### src/rtl/lps_pkg.sv
package lps_pkg;
  typedef enum logic [1:0] {
    ST_RUN   = 2'd0,
    ST_SAVE  = 2'd1,
    ST_SLEEP = 2'd2,
    ST_WAKE  = 2'd3
  } lps_state_e;

  localparam int CAUSE_W = 2;
  localparam logic [CAUSE_W-1:0] CAUSE_NONE = 2'b00;
  localparam logic [CAUSE_W-1:0] CAUSE_RST  = 2'b01;
  localparam logic [CAUSE_W-1:0] CAUSE_IRQ  = 2'b10;
endpackage

### src/rtl/lps_wake_eval.sv
module lps_wake_eval
  import lps_pkg::*;
#(
  parameter int LVL_W = 3
) (
  input  logic [LVL_W-1:0]   irq_level_i,
  input  logic [LVL_W-1:0]   saved_mask_i,
  input  logic               hw_reset_i,
  output logic               wake_o,
  output logic [CAUSE_W-1:0] cause_o
);
  logic nmi, above;

  // top level is non-maskable
  assign nmi   = &irq_level_i;
  assign above = irq_level_i > saved_mask_i;

  always_comb begin
    if (hw_reset_i) begin
      wake_o  = 1'b1;
      cause_o = CAUSE_RST;
    end else if (nmi || above) begin
      wake_o  = 1'b1;
      cause_o = CAUSE_IRQ;
    end else begin
      wake_o  = 1'b0;
      cause_o = CAUSE_NONE;
    end
  end
endmodule

### src/rtl/lps_mask_hold.sv
module lps_mask_hold #(
  parameter int LVL_W = 3
) (
  input  logic             clk_i,
  input  logic             rst_ni,
  input  logic             capture_i,
  input  logic [LVL_W-1:0] mask_i,
  output logic [LVL_W-1:0] mask_o
);
  always_ff @(posedge clk_i or negedge rst_ni) begin
    if (!rst_ni)        mask_o <= '0;
    else if (capture_i) mask_o <= mask_i;
  end
endmodule

### src/rtl/lps_fsm.sv
module lps_fsm
  import lps_pkg::*;
(
  input  logic               clk_i,
  input  logic               rst_ni,
  input  logic               stop_req_i,
  input  logic               wake_i,
  input  logic [CAUSE_W-1:0] cause_i,
  output logic               capture_o,
  output lps_state_e         state_o,
  output logic [CAUSE_W-1:0] cause_o
);
  lps_state_e state_d;
  logic [CAUSE_W-1:0] cause_q;

  assign capture_o = (state_o == ST_RUN) && stop_req_i;

  always_comb begin
    state_d = state_o;
    unique case (state_o)
      ST_RUN:   if (stop_req_i) state_d = ST_SAVE;
      ST_SAVE:  state_d = ST_SLEEP;
      ST_SLEEP: if (wake_i) state_d = ST_WAKE;
      ST_WAKE:  state_d = ST_RUN;
      default:  state_d = ST_RUN;
    endcase
  end

  always_ff @(posedge clk_i or negedge rst_ni) begin
    if (!rst_ni) begin
      state_o <= ST_RUN;
      cause_q <= CAUSE_NONE;
    end else begin
      state_o <= state_d;
      if (state_o == ST_SLEEP && wake_i) cause_q <= cause_i;
    end
  end

  assign cause_o = (state_o == ST_WAKE) ? cause_q : CAUSE_NONE;
endmodule

### src/rtl/lps_ctrl.sv
module lps_ctrl
  import lps_pkg::*;
#(
  parameter int LVL_W = 3
) (
  input  logic               clk_i,
  input  logic               rst_ni,
  input  logic               stop_req_i,
  input  logic [LVL_W-1:0]   ipl_mask_i,
  input  logic               hw_reset_i,
  input  logic [LVL_W-1:0]   irq_level_i,
  output logic               core_clk_en_o,
  output logic               sleeping_o,
  output logic [LVL_W-1:0]   saved_mask_o,
  output logic [CAUSE_W-1:0] wake_cause_o
);
  logic               capture, wake;
  logic [CAUSE_W-1:0] cause;
  lps_state_e         state;

  lps_wake_eval #(.LVL_W(LVL_W)) u_eval (
    .irq_level_i (irq_level_i),
    .saved_mask_i(saved_mask_o),
    .hw_reset_i  (hw_reset_i),
    .wake_o      (wake),
    .cause_o     (cause)
  );

  lps_mask_hold #(.LVL_W(LVL_W)) u_mask (
    .clk_i    (clk_i),
    .rst_ni   (rst_ni),
    .capture_i(capture),
    .mask_i   (ipl_mask_i),
    .mask_o   (saved_mask_o)
  );

  lps_fsm u_fsm (
    .clk_i     (clk_i),
    .rst_ni    (rst_ni),
    .stop_req_i(stop_req_i),
    .wake_i    (wake),
    .cause_i   (cause),
    .capture_o (capture),
    .state_o   (state),
    .cause_o   (wake_cause_o)
  );

  assign sleeping_o    = (state == ST_SLEEP);
  assign core_clk_en_o = (state != ST_SLEEP);
endmodule

### config.mk
export PLATFORM = sky130hd
export DESIGN_NAME = lps_ctrl
export DESIGN_NICKNAME = d
export VERILOG_FILES = /design/src/rtl/lps_pkg.sv /design/src/rtl/lps_wake_eval.sv /design/src/rtl/lps_mask_hold.sv /design/src/rtl/lps_fsm.sv /design/src/rtl/lps_ctrl.sv
export SDC_FILE = /design/constraint.sdc
export NUM_CORES = 1
export LEC_CHECK = 0
export ABC_AREA = 1
export BUFFER_PORTS_ARGS = -buffer_cell sky130_fd_sc_hd__buf_2
export CAP_MARGIN = 20
export CELL_PAD_IN_SITES_DETAIL_PLACEMENT = 1
export CELL_PAD_IN_SITES_GLOBAL_PLACEMENT = 1
export CORE_UTILIZATION = 32
export DETAILED_ROUTE_END_ITERATION = 10
export PLACE_DENSITY_LB_ADDON = 0.1
export SETUP_SLACK_MARGIN = 0.05
export SYNTH_ARGS = -nofsm -noshare
export SYNTH_HDL_FRONTEND = slang
export SYNTH_HIERARCHICAL = 1
export SYNTH_SLANG_ARGS = --single-unit
### constraint.sdc
create_clock -name clk_i -period 1.58 [get_ports clk_i]
set_input_delay 0.158 -clock clk_i [delete_from_list [all_inputs] [get_ports clk_i]]
set_output_delay 0.158 -clock clk_i [all_outputs]
set_load 0.03 [all_outputs]
==> results.cfg <==
[outcome]
status = finished clean

[sta]
hold_violations = 0
period_share_pct = 94.0
setup_ws_ns = 0.0946
skew_ns = 0.000208
rsz0062_at_grt = true
clock.fmax_mhz = 673
drv_slew = 0
min_period_ns = 1.49
tightest_slew_ns = 0.240
relSlewSlack_pct = 84.0
timing.hold.ws_ns = 0.121
setup_viol_count_final = 0

[worst_hold_path]
min_to = u_mask/mask_o[1]
whs_path_depth = 3
hold_class = in -> reg
min_from = ipl_mask_i[1]

[logic_synthesis]
synth_edf_count = 0
syn_inst = 69
async_flop_share_pct = 100
synth_cell_types = 13
yosysTopAreaCellShare_pct = 35.0
synth-main-ff-cell = dfrtp_1
yosys_register_bits = 7
synth-warning-count = 6
syn_area_per_cell_um2 = 7.25
syn_area_um2 = 500
synthesis.nets = 85
synth_common_cells = nand2_1, inv_1, dfrtp_1, nand3_1, ha_1
synth_most_common_cell = nand2_1
yosysTopAreaCell = dfrtp_1
ys_seq_area_share_pct = 35.0
synthTopCellsByArea = dfrtp_1, nand2_1, ha_1, inv_1, nand3_1

[critical_path]
critPathArrivalTime_ns = 1.62
crit_path_end_kind = flip-flop
crit_required_ns = 1.72
worst_r2r_endpoint = u_fsm/state_o[0]
r2r-start = u_mask/mask_o[1]
cp-start-kind = flip-flop
crit_fanout = 4
critPathKind = reg -> reg
critical-path-top-delay-family = simple AND/OR/NAND/NOR gates
rrSetupSlack_ns = 0.09
crit_chain = inv_1 -> ha_4 -> nand3_1 -> nand2_1 -> nand2_2 -> nand3b_1 -> inv_2 -> nand2_2 -> nand3_1 -> nand2_1
crit_slowest_cell = dfrtp_2
reg2reg_depth = 10
slowest_delay_ns = 0.40
cp_num_buf_inv = 2

[power_and_ir_drop]
total_power_w = 0.00137
vdd_drop_max_mv = 0.831
p_per_area_nw_per_um2 = 1980
leakagePower_nw = 0.422

[route]
drt_iter0_drc = 11
totalWireLength_um = 1140
ant_nets = 0
post_drt_wl_per_cell_um = 10.5
drc = 0
viasPerCell = 4.41
firstDrtPassIters = 4
vias = 476

[clock_tree]
clock_latency_ns = 0.25
htree_levels = 1
cts.path.max_buffers = 2
cts.clk_slew.worst_paths_ns = 0.05
cts_tree = yes
numCtsBuffers = 3
cts_sinks = 7
ctsRootBufferMaster = clkbuf_4

[floorplanning]
die_x_um = 41.5
die_h_um = 41.5
initial_utilization_pct = 36.2
ioPinCount = 17
dieArea_um2 = 1730
num_rows = 13
coreArea_um2 = 1380

[cells_and_area]
syn2layout_area_growth_pct = 37.7
drive_gt1_share_pct = 39.8
nFillCells = 194
num_antenna_cells = 0
fin_area_um2 = 689
nets = 110

[place]
preCtsSetupSlack_ns = 0.0347
gp_congestion = 0.728
dp_hpwl_um = 873
io_buffers = 16
dpl_cell_area_um2 = 607

[global_route]
grt_max_degree = 8
grt_pass1_vias = 512
antenna_found_initial = 0
globalRouteOverflowTotal = 0
grt_pass1_wl_um = 2070
grt_use_total_pct = 15.9

[job]
cap_violations = 0
-- registers in the layout, summed over array words and instances, names as in the netlist --
register / cells
u_fsm/state_o: 2
u_mask/mask_o: 3
u_fsm/cause_q: 2
-- worst min-delay path, delay by kind of cell --
| family | cells | cell delay (ns) |
|---|---|---|
| buffers and inverters | 1 | 0.07 |
| AND/OR/NAND/NOR | 2 | 0.10 |
-- layer usage --
layer | vias to the layer above | global-route usage, % | share of wire [%]
met5 | - | 0 | 0
met4 | 0 | 13.5 | 0
met3 | 0 | 2.61 | 3.2
met2 | 12 | 23.8 | 53
met1 | 210 | 19.5 | 43
li1 | 254 | - | -
-- cell type report --
class	count	area [um^2]	share of cell area, %
multi-input combinational	45	287	41.6
sequential	7	178	25.8
timing repair buffer	21	120	17.4
inverter	16	60.1	8.71
clock buffer	4	26.3	3.81
tap	15	18.8	2.72
-- how the worst max path moves through the flow --
stage                             endpoint  slack (ns)  cells past startpoint             start
after floorplan           u_fsm/state_o[0]        0.07                     10  u_mask/mask_o[2]
after global placement    u_fsm/state_o[0]        0.08                     10  u_mask/mask_o[2]
after detailed placement  u_fsm/state_o[0]        0.03                     10  u_mask/mask_o[2]
after CTS                 u_fsm/state_o[0]        0.06                     10  u_mask/mask_o[2]
after global routing      u_fsm/state_o[0]       -0.03                     11  u_mask/mask_o[1]
final                     u_fsm/state_o[0]        0.09                     10  u_mask/mask_o[1]
-- stage by stage --
| stage | cells | utilization [%] | TNS (ns) |
|---|---|---|---|
| after floorplan | 69 | - | 0 |
| final | 108 | 49.9 | 0 |
| after CTS | 104 | 46.5 | 0 |
| after detailed placement | 99 | 43.9 | 0 |
| after global routing | 108 | 49.9 | -0.0697 |
| after global placement | 99 | 43.9 | 0 |
-- power by group --
group | leakage, nW | switching (W) | internal [W]
sequential | 0.0843 | 0.0000807 | 0.000271
clock | 0.0150 | 0.0000627 | 0.0000962
combinational | 0.323 | 0.000516 | 0.000340
total | 0.422 | 0.000660 | 0.000708
-- what timing repair did --
action                     in CTS  in global routing
hold endpoints to repair        7                  0
pin swaps                       0                  2
hold buffers                    1                  0
buffers inserted                0                  4
gates resized for setup         1                  2
setup endpoints to repair       2                  4
-- layout by cell type, fill, tap and decap left out --
cell,synthesis,layout
a21oi_2,1,2
buf_2,0,16
buf_4,1,4
clkbuf_1,0,1
clkbuf_4,0,3
dfrtp_1,7,5
dfrtp_2,0,2
dlygate4sd3_1,0,1
ha_1,6,4
ha_4,0,2
inv_1,14,13
inv_2,2,3
nand2_1,24,24
nand2_2,3,3
nand2_4,1,1
nand3_1,7,7
nand3b_1,1,1
nor2_2,1,1
-- kinds of logic after synthesis --
family,count (synthesis),synth area share (%)
DFF,7,35.0
AOI/OAI and AO/OA,2,2.75
and+or+nand+nor,37,33.8
buffers and inverters,17,13.5
adders and majority gates,6,15.0
(Power assumes the default switching activity.)
